**src/rtl/tdm_clkgen_pkg.sv**
```systemverilog
package tdm_clkgen_pkg;

    localparam int N_OUT  = 5;
    localparam int EN_C2  = 0;
    localparam int EN_C4  = 1;
    localparam int EN_C8  = 2;
    localparam int EN_FP4 = 3;
    localparam int EN_FP8 = 4;

    // number of divided clocks; clock k toggles every 2^k master cycles
    localparam int N_CLK  = 3;
    localparam int CK_C8  = 0;
    localparam int CK_C4  = 1;
    localparam int CK_C2  = 2;

    typedef struct packed {
        logic [N_OUT-1:0] en;
        logic             ext;
    } cfg_t;

    typedef struct packed {
        logic c2;
        logic c4;
        logic fp4;
        logic c8;
        logic c8_oe;
        logic f8;
        logic f8_oe;
    } pins_t;

    localparam cfg_t  CFG_RST  = '{en: '0, ext: 1'b0};
    localparam pins_t PINS_RST = '{c2: 1'b1, c4: 1'b1, fp4: 1'b1, c8: 1'b1,
                                   c8_oe: 1'b0, f8: 1'b1, f8_oe: 1'b0};

endpackage

```
**src/rtl/tdm_frame_ctr.sv**
```systemverilog
module tdm_frame_ctr #(
    parameter int FRAME_CYCLES = 2048,
    localparam int CNT_W = $clog2(FRAME_CYCLES)
) (
    input  logic             clk,
    input  logic             rst_n,
    output logic [CNT_W-1:0] cnt_q,
    output logic [CNT_W-1:0] cnt_d
);

    localparam logic [CNT_W-1:0] LAST = CNT_W'(FRAME_CYCLES - 1);

    always_comb begin
        if (cnt_q == LAST) begin
            cnt_d = '0;
        end else begin
            cnt_d = cnt_q + 1'b1;
        end
    end

    always_ff @(posedge clk or negedge rst_n) begin
        if (!rst_n) begin
            cnt_q <= '0;
        end else begin
            cnt_q <= cnt_d;
        end
    end

endmodule

```
**src/rtl/tdm_clk_div.sv**
```systemverilog
module tdm_clk_div #(
    parameter int CNT_W = 11,
    parameter int N_CLK = 3
) (
    input  logic [CNT_W-1:0] idx,
    output logic [N_CLK-1:0] clk_lvl
);

    // clock k is low in the first half of each 2^(k+1)-cycle period
    for (genvar k = 0; k < N_CLK; k++) begin : g_div
        assign clk_lvl[k] = idx[k];
    end

endmodule

```
**src/rtl/tdm_fp_shaper.sv**
```systemverilog
module tdm_fp_shaper #(
    parameter int FRAME_CYCLES = 2048,
    parameter int HALF_WIDTH   = 1,
    localparam int CNT_W = $clog2(FRAME_CYCLES)
) (
    input  logic [CNT_W-1:0] idx,
    output logic             fp_n
);

    localparam logic [CNT_W-1:0] LATE_START = CNT_W'(FRAME_CYCLES - HALF_WIDTH);
    localparam logic [CNT_W-1:0] EARLY_END  = CNT_W'(HALF_WIDTH);

    logic in_window;

    always_comb begin
        in_window = (idx >= LATE_START) || (idx < EARLY_END);
        fp_n      = ~in_window;
    end

endmodule

```
**src/rtl/tdm_clkgen.sv**
```systemverilog
module tdm_clkgen
    import tdm_clkgen_pkg::*;
#(
    parameter int FRAME_CYCLES = 2048
) (
    input  logic             clk,
    input  logic             rst_n,
    input  logic             cfg_wr,
    input  logic [N_OUT-1:0] cfg_en,
    input  logic             cfg_ext,
    output logic             clk2_o,
    output logic             clk4_o,
    output logic             fp4_o,
    output logic             c8_o,
    output logic             c8_oe,
    output logic             f8_o,
    output logic             f8_oe
);

    localparam int CNT_W = $clog2(FRAME_CYCLES);

    typedef struct packed {
        cfg_t  cfg;
        pins_t pins;
    } state_t;

    state_t q, d;

    logic [CNT_W-1:0] cnt_q;
    logic [CNT_W-1:0] cnt_d;
    logic [N_CLK-1:0] clk_lvl;
    logic [1:0]       fp_lvl;

    tdm_frame_ctr #(.FRAME_CYCLES(FRAME_CYCLES)) u_ctr (
        .clk   (clk),
        .rst_n (rst_n),
        .cnt_q (cnt_q),
        .cnt_d (cnt_d)
    );

    tdm_clk_div #(.CNT_W(CNT_W), .N_CLK(N_CLK)) u_div (
        .idx     (cnt_d),
        .clk_lvl (clk_lvl)
    );

    // index 0: pulse for the 8 MHz clock, index 1: pulse for the 4 MHz clock
    for (genvar p = 0; p < 2; p++) begin : g_fp
        tdm_fp_shaper #(
            .FRAME_CYCLES (FRAME_CYCLES),
            .HALF_WIDTH   (1 << p)
        ) u_fp (
            .idx  (cnt_d),
            .fp_n (fp_lvl[p])
        );
    end

    logic drive_c8;
    logic drive_f8;

    always_comb begin
        d = q;
        if (cfg_wr) begin
            d.cfg.en  = cfg_en;
            d.cfg.ext = cfg_ext;
        end
        drive_c8 = d.cfg.en[EN_C8]  && !d.cfg.ext;
        drive_f8 = d.cfg.en[EN_FP8] && !d.cfg.ext;

        d.pins.c2    = d.cfg.en[EN_C2]  ? clk_lvl[CK_C2] : 1'b1;
        d.pins.c4    = d.cfg.en[EN_C4]  ? clk_lvl[CK_C4] : 1'b1;
        d.pins.fp4   = d.cfg.en[EN_FP4] ? fp_lvl[1]      : 1'b1;
        d.pins.c8    = drive_c8         ? clk_lvl[CK_C8] : 1'b1;
        d.pins.c8_oe = drive_c8;
        d.pins.f8    = drive_f8         ? fp_lvl[0]      : 1'b1;
        d.pins.f8_oe = drive_f8;
    end

    always_ff @(posedge clk or negedge rst_n) begin
        if (!rst_n) begin
            q.cfg  <= CFG_RST;
            q.pins <= PINS_RST;
        end else begin
            q <= d;
        end
    end

    assign clk2_o = q.pins.c2;
    assign clk4_o = q.pins.c4;
    assign fp4_o  = q.pins.fp4;
    assign c8_o   = q.pins.c8;
    assign c8_oe  = q.pins.c8_oe;
    assign f8_o   = q.pins.f8;
    assign f8_oe  = q.pins.f8_oe;

endmodule

```
**config.mk**
```make
export PLATFORM = sky130hd
export DESIGN_NAME = tdm_clkgen
export DESIGN_NICKNAME = d
export VERILOG_FILES = /design/src/rtl/tdm_clkgen_pkg.sv /design/src/rtl/tdm_frame_ctr.sv /design/src/rtl/tdm_clk_div.sv /design/src/rtl/tdm_fp_shaper.sv /design/src/rtl/tdm_clkgen.sv
export SDC_FILE = /design/constraint.sdc
export NUM_CORES = 1
export LEC_CHECK = 0
export ABC_AREA = 1
export BUFFER_PORTS_ARGS = -buffer_cell sky130_fd_sc_hd__buf_2
export CAP_MARGIN = 0
export CORE_UTILIZATION = 58
export CTS_BUF_LIST = sky130_fd_sc_hd__clkbuf_8
export CTS_CLUSTER_DIAMETER = 60
export DETAILED_ROUTE_END_ITERATION = 16
export GPL_ROUTABILITY_DRIVEN = 0
export PLACE_DENSITY = 0.81
export SLEW_MARGIN = 20
export SYNTH_ARGS = -nofsm -noshare
export SYNTH_HDL_FRONTEND = slang
export SYNTH_SLANG_ARGS = --single-unit
```
**constraint.sdc**
```tcl
create_clock -name clk -period 1.8 [get_ports clk]
set_input_delay 0.36 -clock clk [delete_from_list [all_inputs] [get_ports clk]]
set_output_delay 0.36 -clock clk [all_outputs]
set_load 0.03 [all_outputs]
```
# After elaboration in Yosys (flattened, before gate mapping)

Cells that the tools add are included.

Memory bits (writable): 0
Memories kept: 0
Latch bits: 0
Input port bits: 9
Memory bits (read-only): 0
Register bits: 24

$lt $le $gt $ge: 4
Equality and inequality tests: 1
Shift operators: 0
Reduce and logical (&&, ||, !) cells: 5
Div/mod/pow operators: 0
Multiplexer cells: 7
Multipliers: 0
Add/sub/neg operators: 1
Bitwise operators: 2

Operator list:

| cell                    | number |
|---|---|
| $ge A11 B11 Y1 const B  | 2 |
| $add A11 B1 Y11 const B | 1 |
| $eq A11 B11 Y1 const B  | 1 |
| $lt A11 B1 Y1 const B   | 1 |
| $lt A11 B2 Y1 const B   | 1 |
| $mux W11                | 1 |
| $mux W6                 | 1 |
| $mux W1                 | 5 |
| $logic_and A1 B1 Y1     | 2 |
| $logic_or A1 B1 Y1      | 2 |
| $not A1 Y1              | 2 |
| $logic_not A1 Y1        | 1 |

# Longest topological paths before layout

Depth in word-level cells: 6
Mapped depth: 11

# Cells and area by module

A second synthesis with hierarchy kept.

Cell total of the unflattened synthesis: 156
Area total of the unflattened synthesis: 1262.5 sq um

Modules (own cells, without submodules):

| module                       | times used | area each (sq um) | cells each | seq. area each (sq um) |
|---|---|---|---|---|
| tdm_frame_ctr                | 1          | 556.8             | 66         | 275.3 |
| tdm_clkgen                   | 1          | 538.0             | 51         | 331.6 |
| tdm_fp_shaper (g_fp[0].u_fp) | 1          | 77.6              | 19         | 0.0 |
| tdm_fp_shaper (g_fp[1].u_fp) | 1          | 67.6              | 17         | 0.0 |
| tdm_clk_div                  | 1          | 22.5              | 3          | 0.0 |

# Least setup slack after synthesis

Ideal clock, no wire load.

Path type: reg2reg
Start: reg u_ctr.cnt_q[0]
End: reg q, in the netlist fp4_o
Data required time: 1.721 ns
Slack: 0.296 ns
Buffers on the path: 0
Arrival: 1.425 ns
Stages on the path, launching flop included: 10
Cells stage by stage: dfrtp_1 -> ha_1 -> nand2_2 -> nor2_4 -> nand3_2 -> nand3_2 -> nor3_4 -> nand3_1 -> o21ai_1 -> nand2_1

RTL lines:

| item                   | RTL line            | RTL |
|---|---|---|
| start, declared        | tdm_frame_ctr.sv:7  | `output logic [CNT_W-1:0] cnt_q,` |
| start signal, assigned | tdm_frame_ctr.sv:25 | `cnt_q <= cnt_d;` |
| end, declared          | tdm_clkgen.sv:27    | `state_t q, d;` |

==> results.py <==
metrics = {
    "clocking": {
        "htree_num_levels": 1,
        "clk_path_buf_depth": 2,
        "clockRootBuffer": "clkbuf_8",
        "clk-insertion-delay-late_ps": 260,
        "cts_setup_buffers": 0,
        "clkSinkCount": 24,
        "hold_buffers": 0,
        "cts_resized": 0,
        "cts.clk_slew.worst_paths_ps": 80,
        "cts_tree": "done",
        "cts-buffers-inserted": 3,
    },
    "timing": {
        "max_slew.worst_pin.slew_ps": 509,
        "finalSetupViolations": 0,
        "slew_violations": 0,
        "holdWs_ps": 56.4,
        "hold_viol": 0,
        "period_share_pct": 93.2,
        "slew_headroom_pct": 66.1,
        "fin_crit_ps": 1680,
        "clock.fmax_mhz": 596,
        "setup_tns_ps": 0,
        "clock_skew_ps": 3.83,
        "rsz0062_at_grt": "no",
    },
    "logic_synthesis": {
        "synth_common_cells": "nand2_1, inv_1, dfrtp_1",
        "synth_nets": 150,
        "synth_compound_area_share_pct": 3.12,
        "synthCells": 138,
        "synth_area_leaders": "dfrtp_1, nand2_1, dfstp_2",
        "ys_seq_area_share_pct": 50.4,
        "synth_most_common_cell": "nand2_1",
        "ys_types": 22,
        "synth-edff-count": 0,
        "synth_area_per_cell_um2": 8.72,
        "synth_xor_area_share_pct": 0.728,
        "synthFlopType": "dfrtp_1",
        "synthMuxAreaShare_pct": 3.74,
        "syn_area_um2": 1200,
        "yosysWarnings": 0,
        "async_flop_share_pct": 100,
        "synth-adder-area-share_pct": 3.12,
        "synth_top_area_share_pct": 39.5,
        "yosys_register_bits": 24,
        "synthSimpleGateAreaFrac_pct": 31.1,
        "synth_top_cell_by_area": "dfrtp_1",
        "synth_top_family_by_area": "simple AND/OR/NAND/NOR gates",
    },
    "placed_design": {
        "hpwl_um": 1700,
        "dpl_cell_area_um2": 1310,
        "portBuffers": 15,
    },
    "setup_path": {
        "worstPathRequired_ps": 2000,
        "start_kind": "flip-flop",
        "arrival_ps": 1870,
        "ff2ff_path_depth": 10,
        "cp_max_fo": 5,
        "critPathCaptureType": "flip-flop",
        "path_class": "reg2reg",
    },
    "power_and_ir_drop": {
        "totalPowerFinal_mw": 1.10,
        "vdd_drop_max_mv": 0.651,
        "p_leak_nw": 0.714,
        "power_density_nw_per_um2": 781,
    },
    "floorplanning": {
        "die_w_um": 47.6,
        "core_um2": 1960,
        "rows": 16,
        "die_area_um2": 2260,
        "initial_core_util_pct": 61.4,
        "die_height_um": 47.6,
        "pin_count": 16,
    },
    "grt": {
        "grt_pass1_wl_um": 3250,
        "track_usage_pct": 21.7,
        "grt_max_degree": 25,
        "grt_pass1_vias": 749,
        "overflow": 0,
        "antenna_found_initial": 0,
    },
    "routing": {
        "dr.pass1.iters": 4,
        "post_drt_wl_per_cell_um": 12.0,
        "vias": 893,
        "drc": 0,
        "antenna_left": 0,
        "routed_via_density": 4.88,
        "routed_wl_um": 2190,
        "first_iter_violations": 15,
    },
    "final_layout": {
        "n_antenna_cell": 0,
        "fin_area_um2": 1410,
        "area_delta_synth_final_pct": 17.4,
        "num-nets-final": 169,
        "layout-drive-gt1-share_pct": 30.1,
    },
    "run": {
        "drv_cap": 0,
    },
    "status": {
        "status": "complete, no violations",
    },
    "worst_hold_path": {
        "hp-class": "in2async",
    },
}
registers in the layout, summed over array words and instances (netlist names):
signal and flops:
u_ctr.cnt_q 11, clk4_o 1, f8_oe 1, q 6, fp4_o 1, c8_o 1
clk2_o 1, f8_o 1, c8_oe 1
area by class of cell:
cell class	count	area, µm²
clock buffer	3	41.3
clock inverter	1	30.0
fill	157	549
inverter	24	90.1
multi-input combinational	89	536
sequential	24	607
tap	27	33.8
timing repair buffer	15	75.1
layer usage:
metal	GRT usage, %	vias to the layer above	part of all wire (%)
met4	10.0	0	1.9
li1	-	463	-
met1	29.4	406	43
met5	0	-	0
met3	3.40	5	3.0
met2	34.5	19	52
worst paths after layout:
check,startpoint,endpoint,slack (ps)
min in group clk,cfg_en[1],q[9]$_DFF_PN0_,340
hold / removal,rst_n,c8_oe$_DFF_PN0_,60
setup / recovery,u_ctr.cnt_q[1]$_DFF_PN0_,fp4_o$_DFF_PN1_,120
max in group asynchronous,rst_n,clk4_o$_DFF_PN1_,1380
hold reg to reg,q[9]$_DFF_PN0_,q[9]$_DFF_PN0_,500
setup reg to reg,u_ctr.cnt_q[1]$_DFF_PN0_,fp4_o$_DFF_PN1_,120
report_power, final:
part           switching (mW)  internal, mW  leakage, nW  total (mW)
clock                   0.165         0.297       0.0357       0.462
combinational          0.0488        0.0244        0.392      0.0732
sequential            0.00462         0.564        0.286       0.569
critical path, cell delays in order (launching register included):
cell     delay (ps)
dfrtp_1         430
ha_2            230
nand2_4          80
nor2_4          180
nand3_4         140
nand3_2         100
nand2_1          50
nor2_1          120
nand3_1         100
o21ai_1          90
nand2_1          80
stage by stage:
step	util [%]	setup slack [ps]	instances
floorplan	-	296	138
global placement	66.7	163	179
detailed placement	66.7	101	179
CTS	70.3	76.8	183
global route	72.0	5.80	183
finish	72.0	123	183
layout by cell type (no fill, tap or decap), drive strengths merged, types with 3 or more instances in the layout:
cell type  count
dfstp          5
o21bai         3
inv           24
nor2          17
nor3           3
dfrtp         19
nand3         14
nand2         39
clkbuf         3
ha             3
mux2           4
buf           15
o21ai          3
kinds of logic (layout without fill, tap and decap cells):
kind of cell,Yosys count,after routing
AND/OR/NAND/NOR,75,75
buffers and inverters,25,43
flip-flops,24,24
multiplexers,4,4
AO/OA/AOI/OAI,6,6
adder cells (fa/ha/maj),3,3
XOR/XNOR,1,1
(Power assumes the default switching activity.)
